==> src/rtl/apbx_pkg.sv <==
package apbx_pkg;

    typedef enum logic [1:0] {
        ST_IDLE   = 2'd0,
        ST_SETUP  = 2'd1,
        ST_ACCESS = 2'd2
    } apbx_state_e;

endpackage

==> src/rtl/apbx_fsm.sv <==
module apbx_fsm
    import apbx_pkg::*;
(
    input  logic        clk,
    input  logic        rst_n,
    input  logic        cmd_valid,
    input  logic        apb_ready,
    output apbx_state_e state_q,
    output logic        cmd_ready,
    output logic        accept,
    output logic        complete,
    output logic        sel,
    output logic        enable
);

    apbx_state_e state_d;

    // state register
    always_ff @(posedge clk or negedge rst_n) begin
        if (!rst_n) begin
            state_q <= ST_IDLE;
        end else begin
            state_q <= state_d;
        end
    end

    // transitions
    always_comb begin
        state_d = state_q;
        unique case (state_q)
            ST_IDLE: begin
                if (cmd_valid) begin
                    state_d = ST_SETUP;
                end
            end
            ST_SETUP: begin
                state_d = ST_ACCESS;
            end
            ST_ACCESS: begin
                if (apb_ready) begin
                    state_d = cmd_valid ? ST_SETUP : ST_IDLE;
                end
            end
            default: begin
                state_d = ST_IDLE;
            end
        endcase
    end

    // outputs decoded from the registered state
    always_comb begin
        sel       = (state_q != ST_IDLE);
        enable    = (state_q == ST_ACCESS);
        complete  = (state_q == ST_ACCESS) && apb_ready;
        cmd_ready = (state_q == ST_IDLE) || complete;
        accept    = cmd_valid && cmd_ready;
    end

    a_r3_setup_single_cycle: assert property (@(posedge clk) disable iff (!rst_n)
        state_q == ST_SETUP |=> state_q == ST_ACCESS);

    a_r4_wait_stays_access: assert property (@(posedge clk) disable iff (!rst_n)
        (state_q == ST_ACCESS && !apb_ready) |=> state_q == ST_ACCESS);

    a_r5_complete_to_idle: assert property (@(posedge clk) disable iff (!rst_n)
        (state_q == ST_ACCESS && apb_ready && !cmd_valid) |=> state_q == ST_IDLE);

    a_r6_chain_to_setup: assert property (@(posedge clk) disable iff (!rst_n)
        (state_q == ST_ACCESS && apb_ready && cmd_valid) |=> state_q == ST_SETUP);

endmodule

==> src/rtl/apbx_req_reg.sv <==
module apbx_req_reg #(
    parameter int ADDR_W = 12,
    parameter int DATA_W = 32,
    parameter int PROT_W = 3
) (
    input  logic                clk,
    input  logic                rst_n,
    input  logic                load,
    input  logic [ADDR_W-1:0]   in_addr,
    input  logic                in_write,
    input  logic [DATA_W-1:0]   in_wdata,
    input  logic [DATA_W/8-1:0] in_strb,
    input  logic [PROT_W-1:0]   in_prot,
    output logic [ADDR_W-1:0]   addr_q,
    output logic                write_q,
    output logic [DATA_W-1:0]   wdata_q,
    output logic [DATA_W/8-1:0] strb_q,
    output logic [PROT_W-1:0]   prot_q
);

    localparam int LANES = DATA_W / 8;

    always_ff @(posedge clk or negedge rst_n) begin
        if (!rst_n) begin
            addr_q  <= '0;
            write_q <= 1'b0;
            wdata_q <= '0;
            prot_q  <= '0;
        end else if (load) begin
            addr_q  <= in_addr;
            write_q <= in_write;
            wdata_q <= in_wdata;
            prot_q  <= in_prot;
        end
    end

    // per-lane strobe: a read never enables a lane
    for (genvar g = 0; g < LANES; g++) begin : g_lane
        always_ff @(posedge clk or negedge rst_n) begin
            if (!rst_n) begin
                strb_q[g] <= 1'b0;
            end else if (load) begin
                strb_q[g] <= in_write & in_strb[g];
            end
        end
    end

    a_r10_read_lanes_off: assert property (@(posedge clk) disable iff (!rst_n)
        !write_q |-> strb_q == '0);

endmodule

==> src/rtl/apbx_resp.sv <==
module apbx_resp #(
    parameter int DATA_W = 32
) (
    input  logic              clk,
    input  logic              rst_n,
    input  logic              complete,
    input  logic              is_write,
    input  logic [DATA_W-1:0] bus_rdata,
    input  logic              bus_err,
    output logic              rsp_done,
    output logic [DATA_W-1:0] rsp_rdata,
    output logic              rsp_err
);

    always_ff @(posedge clk or negedge rst_n) begin
        if (!rst_n) begin
            rsp_done  <= 1'b0;
            rsp_rdata <= '0;
            rsp_err   <= 1'b0;
        end else begin
            rsp_done <= complete;
            if (complete) begin
                rsp_rdata <= is_write ? '0 : bus_rdata;
                rsp_err   <= bus_err;
            end
        end
    end

    a_r9_err_from_completion: assert property (@(posedge clk) disable iff (!rst_n)
        rsp_done |-> rsp_err == $past(bus_err));

    a_r8_write_returns_zero: assert property (@(posedge clk) disable iff (!rst_n)
        (rsp_done && $past(is_write)) |-> rsp_rdata == '0);

    a_r8_single_pulse: assert property (@(posedge clk) disable iff (!rst_n)
        rsp_done |-> $past(complete));

endmodule

==> src/rtl/apb_xfer_ctrl.sv <==
module apb_xfer_ctrl
    import apbx_pkg::*;
#(
    parameter int ADDR_W = 12,
    parameter int DATA_W = 32,
    parameter int PROT_W = 3
) (
    input  logic                clk,
    input  logic                rst_n,
    input  logic                cmd_valid,
    output logic                cmd_ready,
    input  logic [ADDR_W-1:0]   cmd_addr,
    input  logic                cmd_write,
    input  logic [DATA_W-1:0]   cmd_wdata,
    input  logic [DATA_W/8-1:0] cmd_wstrb,
    input  logic [PROT_W-1:0]   cmd_prot,
    output logic                rsp_done,
    output logic [DATA_W-1:0]   rsp_rdata,
    output logic                rsp_err,
    output logic                apb_sel,
    output logic                apb_enable,
    output logic [ADDR_W-1:0]   apb_addr,
    output logic                apb_write,
    output logic [DATA_W-1:0]   apb_wdata,
    output logic [DATA_W/8-1:0] apb_strb,
    output logic [PROT_W-1:0]   apb_prot,
    input  logic                apb_ready,
    input  logic [DATA_W-1:0]   apb_rdata,
    input  logic                apb_err
);

    apbx_state_e state_q;
    logic        accept;
    logic        complete;

    apbx_fsm i_fsm (
        .clk       (clk),
        .rst_n     (rst_n),
        .cmd_valid (cmd_valid),
        .apb_ready (apb_ready),
        .state_q   (state_q),
        .cmd_ready (cmd_ready),
        .accept    (accept),
        .complete  (complete),
        .sel       (apb_sel),
        .enable    (apb_enable)
    );

    apbx_req_reg #(
        .ADDR_W (ADDR_W),
        .DATA_W (DATA_W),
        .PROT_W (PROT_W)
    ) i_req (
        .clk      (clk),
        .rst_n    (rst_n),
        .load     (accept),
        .in_addr  (cmd_addr),
        .in_write (cmd_write),
        .in_wdata (cmd_wdata),
        .in_strb  (cmd_wstrb),
        .in_prot  (cmd_prot),
        .addr_q   (apb_addr),
        .write_q  (apb_write),
        .wdata_q  (apb_wdata),
        .strb_q   (apb_strb),
        .prot_q   (apb_prot)
    );

    apbx_resp #(
        .DATA_W (DATA_W)
    ) i_resp (
        .clk       (clk),
        .rst_n     (rst_n),
        .complete  (complete),
        .is_write  (apb_write),
        .bus_rdata (apb_rdata),
        .bus_err   (apb_err),
        .rsp_done  (rsp_done),
        .rsp_rdata (rsp_rdata),
        .rsp_err   (rsp_err)
    );

    a_r3_enable_within_sel: assert property (@(posedge clk) disable iff (!rst_n)
        apb_enable |-> apb_sel);

    a_r4_bus_stable_in_wait: assert property (@(posedge clk) disable iff (!rst_n)
        (apb_sel && apb_enable && !apb_ready) |=>
            ($stable(apb_addr) && $stable(apb_write) && $stable(apb_wdata)
             && $stable(apb_strb) && $stable(apb_prot)));

    a_r7_ready_window: assert property (@(posedge clk) disable iff (!rst_n)
        cmd_ready |-> (!apb_sel || (apb_enable && apb_ready)));

    a_r2_setup_has_no_enable: assert property (@(posedge clk) disable iff (!rst_n)
        (accept) |=> (apb_sel && !apb_enable));

    a_r8_done_after_completion: assert property (@(posedge clk) disable iff (!rst_n)
        rsp_done |-> $past(apb_sel && apb_enable && apb_ready));

endmodule

==> config.mk <==
export PLATFORM = sky130hd
export DESIGN_NAME = apb_xfer_ctrl
export DESIGN_NICKNAME = d
export VERILOG_FILES = /design/src/rtl/apbx_pkg.sv /design/src/rtl/apbx_fsm.sv /design/src/rtl/apbx_req_reg.sv /design/src/rtl/apbx_resp.sv /design/src/rtl/apb_xfer_ctrl.sv
export SDC_FILE = /design/constraint.sdc
export NUM_CORES = 1
export LEC_CHECK = 0
export ABC_AREA = 0
export BUFFER_PORTS_ARGS = -buffer_cell sky130_fd_sc_hd__buf_2
export CAP_MARGIN = 40
export CORE_UTILIZATION = 46
export DETAILED_ROUTE_END_ITERATION = 10
export GPL_TIMING_DRIVEN = 0
export PLACE_DENSITY = 0.84
export REMOVE_ABC_BUFFERS = 1
export SYNTH_ARGS = -nofsm -noshare
export SYNTH_HDL_FRONTEND = slang
export SYNTH_SLANG_ARGS = --single-unit
==> constraint.sdc <==
create_clock -name clk -period 2 [get_ports clk]
set_input_delay 0.3 -clock clk [delete_from_list [all_inputs] [get_ports clk]]
set_output_delay 0.3 -clock clk [all_outputs]
set_load 0.02 [all_outputs]
==> run_results.csv, run 1 <==
group,metric,value,unit
setup_path,reg2reg_to,"i_req.wdata_q[24]",
logic_synthesis,synth-seq-cells,88,
clock_network,cts_resized,0,
timing,rsz0062_at_grt,"no",
setup_path,required,2.22,ns
detailed_routing,drc,0,
final_layout,antenna_cells,0,
timing,hold_viol,0,
setup_path,cp.arrival,2.02,ns
timing,fin_crit_sh,90.1,%
final_layout,multiInputGateArea,1320,sq um
power,p_leak,2.61,nW
power,p_total,6.73,mW
logic_synthesis,synth_top_family_by_area,"multiplexers",
grt,grt_start_max_net_pins,51,
logic_synthesis,synthAdderAreaFrac,0,%
clock_network,cts-root-buf,"clkbuf_8",
power,vdd_drop_max,0.000662,V
die,die_w,91.6,microns
setup_path,startpoint_type,"register",
placed_design,dp_cells,540,
die,pin_count,178,
logic_synthesis,synth_top_area_share,59.6,%
worst_hold_path,hold_start,"cmd_wdata[14]",
final_layout,nets,544,
timing,setup_viol,0,
logic_synthesis,synth_warnings,0,
final_layout,seqCellArea,2200,sq um
setup_path,endpoint,"i_req.wdata_q[24]",
grt,grtUsageTotal,18.0,%
clock_network,insertion_delay,0.35,ns
grt,grt_overflow,0,
detailed_routing,wire_per_inst,13.6,microns
logic_synthesis,ys_types,18,
timing,fin_ws,0.199,ns
detailed_routing,first_pass_iters,4,
placed_design,io_buffers,177,
logic_synthesis,synth.area.mux_share,20.9,%
outcome,outcome,"finished, final reports clean",
power,power_density,1360,nW/um^2
die,rows,32,
logic_synthesis,synth_area_leaders,"dfrtp_1, mux2_4, nand2b_1",
timing,slew-limit-headroom,47.9,%
placed_design,dp_hpwl,5.63,mm
setup_path,r2r_setup_slack,0.20,ns
timing,hold_ws,0.177,ns
setup_path,reg2regPathDepth,6,
logic_synthesis,ys.flop_type,"dfrtp_1",
logic_synthesis,syn_area_per_cell,13.7,sq um
placed_design,pre_cts_ws,-0.114,ns
grt,grt_pass1_wl,11.9,mm
logic_synthesis,synthTopCellsByCount,"dfrtp_1, mux2_4, nand2_1",
clock_network,h-tree-depth,3,
clock_network,clockBufferDepth,2,
clock_network,cts_buffers,9,
detailed_routing,vias_per_cell,4.61,
logic_synthesis,yosysTopAreaCell,"dfrtp_1",
detailed_routing,drt-total-wl,7.63,mm
setup_path,end_kind,"register",
final_layout,drive_above_1_share,56.1,%
timing,drv_slew,0,
clock_network,cts_sinks,88,
setup_path,crit_type,"reg2reg",
grt,first_global_vias,2505,
logic_synthesis,synthSimpleGateAreaFrac,10.4,%
detailed_routing,vias,2591,
die,die_area,8390,sq um
logic_synthesis,ys_async_sr_fraction,100,%
job,drv_cap,0,
setup_path,worstPathMaxFanout,14,
final_layout,design_area,4940,sq um
detailed_routing,ant_nets,0,
placed_design,dpl_cell_area,4690,sq um
logic_synthesis,netlist_instances,270,
logic_synthesis,synth-compound-area-share,4.34,%
grt,antenna_found_initial,0,
setup_path,startpoint,"i_fsm.state_q[1]",
setup_path,timing.rr.start,"i_fsm.state_q[1]",
logic_synthesis,synth-xor-area-share,0,%
worst_hold_path,hold_class,"in2reg",
final_layout,fin_cells,562,
timing,fin_skew,0.0111,ns
final_layout,nFillCells,612,
logic_synthesis,yosysMostFrequentCell,"dfrtp_1",
logic_synthesis,yosysSeqAreaShare,59.6,%
final_layout,syn_to_final_growth,33.8,%
timing,worst_pin_slew,0.781,ns
logic_synthesis,synth_edf_count,0,
timing,fin_crit,1.80,ns
placed_design,gp_congestion,0.709,
die,die_h,91.6,microns
timing,timing.fmax,0.555,GHz
clock_network,cts_tree,"done",
logic_synthesis,synth_area,3690,sq um
die,initial_core_util,47.8,%
detailed_routing,drt_iter0_markers,74,
die,core,7730,sq um
clock_network,path_clk_slew,0.10,ns
==> state kept, by name (all words and copies together), names as in the netlist <==
signal	cells
i_req.wdata_q	32
i_resp.rsp_rdata	32
i_req.addr_q	12
i_req.strb_q	4
i_req.prot_q	3
i_fsm.state_q	2
i_req.write_q	1
i_resp.rsp_done	1
i_resp.rsp_err	1
==> worst max-delay path, stage by stage (launching register included) <==
cell and delay (ns):
dfrtp_1 0.41, nor2b_4 0.15, nor3b_4 0.21, buf_6 0.18, buf_8 0.20, buf_8 0.21
mux2_4 0.32
==> placed cells by master, fill, tap and decap left out, types with 2 or more instances in the layout <==
cell,synthesis,routed
dfrtp_1,88,88
buf_4,0,6
clkbuf_8,0,10
nand2_1,37,37
clkinvlp_4,0,2
nand2b_1,32,32
buf_16,0,2
mux2_4,45,45
inv_1,6,6
buf_8,0,4
mux2_2,5,5
o21ai_0,32,32
buf_2,4,176
mux2i_1,4,4
==> cell type report <==
| type | instances | share of cell area, % |
|---|---|---|
| Timing Repair Buffer | 190 | 21.5 |
| Clock inverter | 6 | 1.37 |
| Sequential cell | 88 | 44.6 |
| Clock buffer | 10 | 2.79 |
| Tap cell | 102 | 2.58 |
| Inverter | 6 | 0.456 |
| Multi-Input combinational cell | 160 | 26.7 |
==> worst min path at each step <==
stage | to | slack [ns] | cells past startpoint
after floorplan | i_fsm.state_q[0] | 0.004 | 0
after global placement | i_resp.rsp_rdata[30] | 0.46 | 2
after detailed placement | i_req.addr_q[6] | 0.31 | 1
after CTS | i_req.prot_q[0] | 0.16 | 2
after global routing | i_req.wdata_q[5] | 0.16 | 2
final | i_req.wdata_q[14] | 0.18 | 2
==> through the flow <==
stage	utilization, %	TNS (ns)
after global routing	63.9	0
final	63.9	0
after detailed placement	60.7	-1.53
after floorplan	-	-117.86
after CTS	63.6	0
after global placement	58.9	-175.77
==> layer usage <==
| metal | wire (microns) | vias to the layer above | share of wire [%] | global-route usage, % |
|---|---|---|---|---|
| met5 | 0 | - | 0 | 0 |
| met4 | 111 | 0 | 1.5 | 5.69 |
| met3 | 598 | 10 | 7.8 | 4.86 |
| met2 | 3740 | 115 | 49 | 30.5 |
| met1 | 3190 | 1209 | 42 | 22.2 |
| li1 | - | 1257 | - | - |
==> where the power goes <==
| group | total, mW | internal (mW) | switching [mW] | leakage, nW |
|---|---|---|---|---|
| clock network | 1.24 | 0.616 | 0.627 | 0.0989 |
| registers | 2.77 | 2.40 | 0.368 | 1.08 |
| logic | 2.72 | 1.18 | 1.53 | 1.43 |
==> logic make-up (layout without fill, tap and decap cells) <==
| group | Yosys count | in the layout |
|---|---|---|
| and+or+nand+nor | 74 | 74 |
| buffers and inverters | 22 | 212 |
| muxes | 54 | 54 |
| AOI/OAI and AO/OA | 32 | 32 |
| DFF | 88 | 88 |
==> timing repair <==
action / in CTS / in global routing
endpoints found under the setup margin: 14 / 1
hold buffers: 1 / 0
endpoints found under the hold margin: 38 / 0
buffers inserted: 1 / 4
pin swaps: 1 / 0
(Power assumes the default switching activity.)
==> run 2: changes to the inputs <==
Settings changed: CORE_UTILIZATION 46 to 48, CTS_BUF_LIST from default to sky130_fd_sc_hd__clkbuf_2 sky130_fd_sc_hd__clkbuf_4 sky130_fd_sc_hd__clkbuf_8, PLACE_DENSITY 0.84 to 0.87.
==> run_results.csv, run 2 (synthesis gave the netlist of run 1 again) <==
group,metric,value,unit
die,die_h,89.7,microns
die,rows,31,
clock_network,insertion_delay,0.33,ns
timing,fin_crit,1.92,ns
final_layout,antenna_cells,0,
grt,use_met1,26.4,%
detailed_routing,wire_per_inst,14.7,microns
setup_path,cp.arrival,2.13,ns
detailed_routing,ant_nets,0,
clock_network,cts_tree,"done",
final_layout,drive_above_1_share,55.7,%
timing,hold_ws,0.189,ns
die,initial_core_util,50.4,%
detailed_routing,vias,2599,
clock_network,cts_buffers,9,
timing,timing.fmax,0.521,GHz
grt,grt_start_max_net_pins,50,
power,power_density,1370,nW/um^2
grt,first_global_vias,2684,
grt,grt_overflow,0,
clock_network,h-tree-depth,3,
final_layout,reg.largest.list,"i_req.wdata_q: 32 flops, i_resp.rsp_rdata: 32 flops, i_req.addr_q: 12 flops",
final_layout,final_cell_mix,"buf_2, dfrtp_1, mux2_4",
timing,fin_skew,0.00935,ns
grt,grt_util_met2,37.2,%
setup_path,path_cells,"nor2b_4 -> nor3b_4 -> buf_12 -> buf_8 -> buf_8 -> mux2_2",
timing,worst_pin_slew,0.778,ns
power,p_total,6.73,mW
final_layout,utilization,66.9,%
detailed_routing,first_pass_iters,4,
timing,fin_ws,0.0823,ns
outcome,outcome,"finished, final reports clean",
clock_network,cts-root-buf,"clkbuf_8",
timing,rsz0062_at_grt,"no",
setup_path,startpoint_type,"register",
power,p_leak,2.59,nW
grt,antenna_found_initial,0,
die,die_w,89.7,microns
grt,grt_busiest_layer,"met2",
grt,grtUsageMet3,4.40,%
setup_path,cpLargestDelayFamily,"buffers and inverters",
final_layout,layout_commonest_cell,"buf_2",
setup_path,required,2.22,ns
power,vdd_drop_max,0.000715,V
setup_path,cp_num_buf_inv,3,
timing,fin_crit_sh,95.9,%
setup_path,worstPathMaxFanout,15,
final_layout,seqCellArea,2200,sq um
detailed_routing,vias_per_cell,4.68,
clock_network,clockBufferDepth,2,
die,pin_count,178,
placed_design,io_buffers,177,
final_layout,syn_to_final_growth,32.8,%
placed_design,dp_hpwl,6.11,mm
setup_path,crit_type,"reg2reg",
setup_path,path_common_cell,"buf_8",
timing,setup-tns-final,0,ns
worst_hold_path,hold_class,"in2reg",
job,drv_cap,0,
detailed_routing,drc,0,
die,core,7330,sq um
clock_network,cts_sinks,88,
grt,grtUsageTotal,21.6,%
die,die_area,8050,sq um
detailed_routing,drt-total-wl,8.16,mm
timing,setup_viol,0,
timing,hold_viol,0,
timing,slew-limit-headroom,48.1,%
timing,drv_slew,0,
final_layout,nets,541,
setup_path,cpPeakStageDelay,0.42,ns
setup_path,end_kind,"register",
placed_design,gp_congestion,0.724,
detailed_routing,drt_iter0_markers,72,
setup_path,slowest_stage,"dfrtp_1",
placed_design,pre_cts_ws,-0.516,ns
grt,grt_pass1_wl,13.7,mm
clock_network,path_clk_slew,0.09,ns
final_layout,multiInputGateArea,1320,sq um
final_layout,nFillCells,557,
## run 2: cell count changes in the layout (fill, tap and decap cells not counted), sizes merged
cell,before,now
clkinv,2,1
inv,7,6
clkbuf,10,11
buf,189,186
## run 2: metrics by stage
stage	std cells	instance area, sq um
2_1_floorplan	254	3540
4_1_cts	555	4900
3_5_place_dp	537	4670
3_3_place_gp	530	4550
5_1_grt	555	4900
6_report	555	4900
## run 2: final timing paths
check,start,endpoint,slack [ns],cells past startpoint
hold reg to reg,i_resp.rsp_rdata[0],i_resp.rsp_rdata[0],0.48,2
hold / removal,cmd_wdata[23],i_req.wdata_q[23],0.19,2
setup reg to reg,i_fsm.state_q[1],i_req.write_q,0.08,6
min in group asynchronous,rst_n,i_req.wdata_q[30],0.48,2
max in group asynchronous,rst_n,i_resp.rsp_rdata[21],0.90,3
setup / recovery,i_fsm.state_q[1],i_req.write_q,0.08,6
## run 2: power by group
| group | switching (mW) | internal, mW |
|---|---|---|
| logic | 1.56 | 1.17 |
| registers | 0.377 | 2.40 |
| clock network | 0.583 | 0.641 |
| total | 2.52 | 4.21 |
## run 2: metal layers
metal / part of all wire (%) / vias to the layer above / wire length [microns]
li1: - / 1250 / -
met2: 51 / 118 / 4140
met5: 0 / - / 0
met4: 2.3 / 0 / 191
met3: 5.7 / 19 / 469
met1: 41 / 1212 / 3360
## run 2: final cells by class
| class | count | share of cell area (%) |
|---|---|---|
| inverters | 6 | 0.459 |
| flip-flops and latches | 88 | 44.9 |
| clock buffers | 11 | 3.09 |
| repair buffers | 187 | 21.0 |
| well taps | 99 | 2.53 |
| multi-input cells | 160 | 26.9 |
| clock inverters | 4 | 1.10 |
## run 2: repair_timing
action,in CTS,in global routing
pin swaps,1,1
setup endpoints to repair,41,2
setup buffers,2,0
gates resized for setup,0,1
hold endpoints to repair,39,0
hold buffers,1,0
==> run 3: changes to the inputs <==
Settings changed: MAX_ROUTING_LAYER from default to met4.
==> run_results.csv, run 3 (synthesis gave the netlist of run 1 again) <==
group,metric,value,unit
outcome,outcome,"finished, final reports clean",
clock_network,clockBufferDepth,2,
setup_path,required,2.22,ns
grt,first_global_vias,2688,
setup_path,reg2regPathDepth,6,
timing,drv_slew,0,
worst_hold_path,hold_start,"cmd_wdata[23]",
final_layout,layout_commonest_cell,"buf_2",
setup_path,endpoint,"i_req.write_q",
setup_path,crit_type,"reg2reg",
die,die_h,89.7,microns
setup_path,r2r_setup_slack,0.09,ns
final_layout,drive_above_1_share,55.7,%
clock_network,insertion_delay,0.33,ns
setup_path,startpoint_type,"register",
clock_network,path_clk_slew,0.09,ns
placed_design,gp_congestion,0.733,
timing,fin_crit,1.91,ns
final_layout,nets,541,
grt,grt_overflow,0,
setup_path,slowest_stage,"dfrtp_1",
die,pin_count,178,
final_layout,final_cell_mix,"buf_2, dfrtp_1, mux2_4",
final_layout,utilization,66.9,%
final_layout,syn_to_final_growth,32.8,%
timing,worst_pin_slew,0.798,ns
setup_path,end_kind,"register",
placed_design,pre_cts_ws,-0.516,ns
detailed_routing,first_pass_iters,4,
detailed_routing,drt-total-wl,8.19,mm
detailed_routing,drt_iter0_markers,76,
power,p_leak,2.59,nW
detailed_routing,drc,0,
setup_path,path_cells,"nor2b_4 -> nor3b_4 -> buf_12 -> buf_8 -> buf_8 -> mux2_2",
die,core,7330,sq um
final_layout,antenna_cells,0,
placed_design,io_buffers,177,
timing,fin_crit_sh,95.7,%
setup_path,cpPeakStageDelay,0.42,ns
clock_network,cts_buffers,9,
setup_path,timing.rr.start,"i_fsm.state_q[1]",
clock_network,cts_sinks,88,
placed_design,dp_hpwl,6.11,mm
worst_hold_path,hold_class,"in2reg",
detailed_routing,wire_per_inst,14.7,microns
job,drv_cap,0,
clock_network,cts_tree,"done",
setup_path,reg2reg_to,"i_req.write_q",
setup_path,path_common_cell,"buf_8",
die,die_area,8050,sq um
detailed_routing,vias,2602,
die,die_w,89.7,microns
detailed_routing,vias_per_cell,4.69,
timing,fin_ws,0.0853,ns
setup_path,cp.arrival,2.13,ns
power,power_density,1370,nW/um^2
timing,fin_skew,0.00791,ns
setup_path,startpoint,"i_fsm.state_q[1]",
power,vdd_drop_max,0.000716,V
setup_path,cpLargestDelayFamily,"buffers and inverters",
clock_network,cts-root-buf,"clkbuf_8",
grt,grt_start_max_net_pins,50,
die,rows,31,
final_layout,reg.largest.list,"i_req.wdata_q: 32 flops, i_resp.rsp_rdata: 32 flops, i_req.addr_q: 12 flops",
die,initial_core_util,50.4,%
timing,setup_viol,0,
grt,grtUsageTotal,22.2,%
timing,rsz0062_at_grt,"no",
setup_path,cp_num_buf_inv,3,
grt,grt_pass1_wl,13.6,mm
grt,antenna_found_initial,0,
detailed_routing,ant_nets,0,
timing,slew-limit-headroom,46.8,%
setup_path,worstPathMaxFanout,15,
setup_path,critical_path_depth,6,
timing,hold_ws,0.189,ns
timing,timing.fmax,0.522,GHz
timing,hold_viol,0,
clock_network,h-tree-depth,3,
run 3: cell counts in the layout (fill, tap and decap cells not counted):
No cell type changed its count.
run 3: power breakdown:
part           switching, mW  internal, mW  total, mW
combinational           1.56          1.17       2.72
clock                  0.583         0.641       1.22
sequential             0.378          2.40       2.78
total                   2.52          4.21       6.73
run 3: how the worst min path moves through the flow:
stage          depth (start not counted)  slack [ns]                    to
2_1_floorplan                          0       0.004      i_fsm.state_q[0]
3_3_place_gp                           2        0.46  i_resp.rsp_rdata[21]
3_5_place_dp                           1        0.31       i_req.prot_q[2]
4_1_cts                                2        0.17     i_req.wdata_q[23]
5_1_grt                                2        0.17       i_req.prot_q[1]
6_report                               2        0.19     i_req.wdata_q[23]
run 3: layout make-up:
type	count	area [sq um]
clock buffers	11	151
clock inverters	4	53.8
fillers	557	2430
inverters	6	22.5
multi-input cells	160	1320
flip-flops and latches	88	2200
well taps	99	124
repair buffers	187	1030
run 3: metal layers:
metal  part of all wire, %  track usage (%)  vias to the layer above
met3                   5.3             3.89                       19
met4                   2.3             8.88                        0
met2                    51             37.2                      118
li1                      -                -                     1251
met1                    42             26.7                     1214
met5                     0                -                        -
run 3: metrics by stage:
| step | cell area [sq um] | cells | setup TNS (ns) | total power [mW] |
|---|---|---|---|---|
| 2_1_floorplan | 3540 | 254 | -117.86 | 4.50 |
| 3_3_place_gp | 4550 | 530 | -172.55 | 5.40 |
| 3_5_place_dp | 4670 | 537 | -10.53 | 5.54 |
| 4_1_cts | 4900 | 555 | 0 | 6.80 |
| 5_1_grt | 4900 | 555 | 0 | 7.13 |
| 6_report | 4900 | 555 | 0 | 6.73 |
run 3: what timing repair did:
item	in CTS	in global routing
endpoints found under the setup margin	41	2
gates cloned	0	0
setup buffers	2	0
pin swaps	1	1
hold buffers	1	0
resized for setup	0	1
endpoints found under the hold margin	39	0
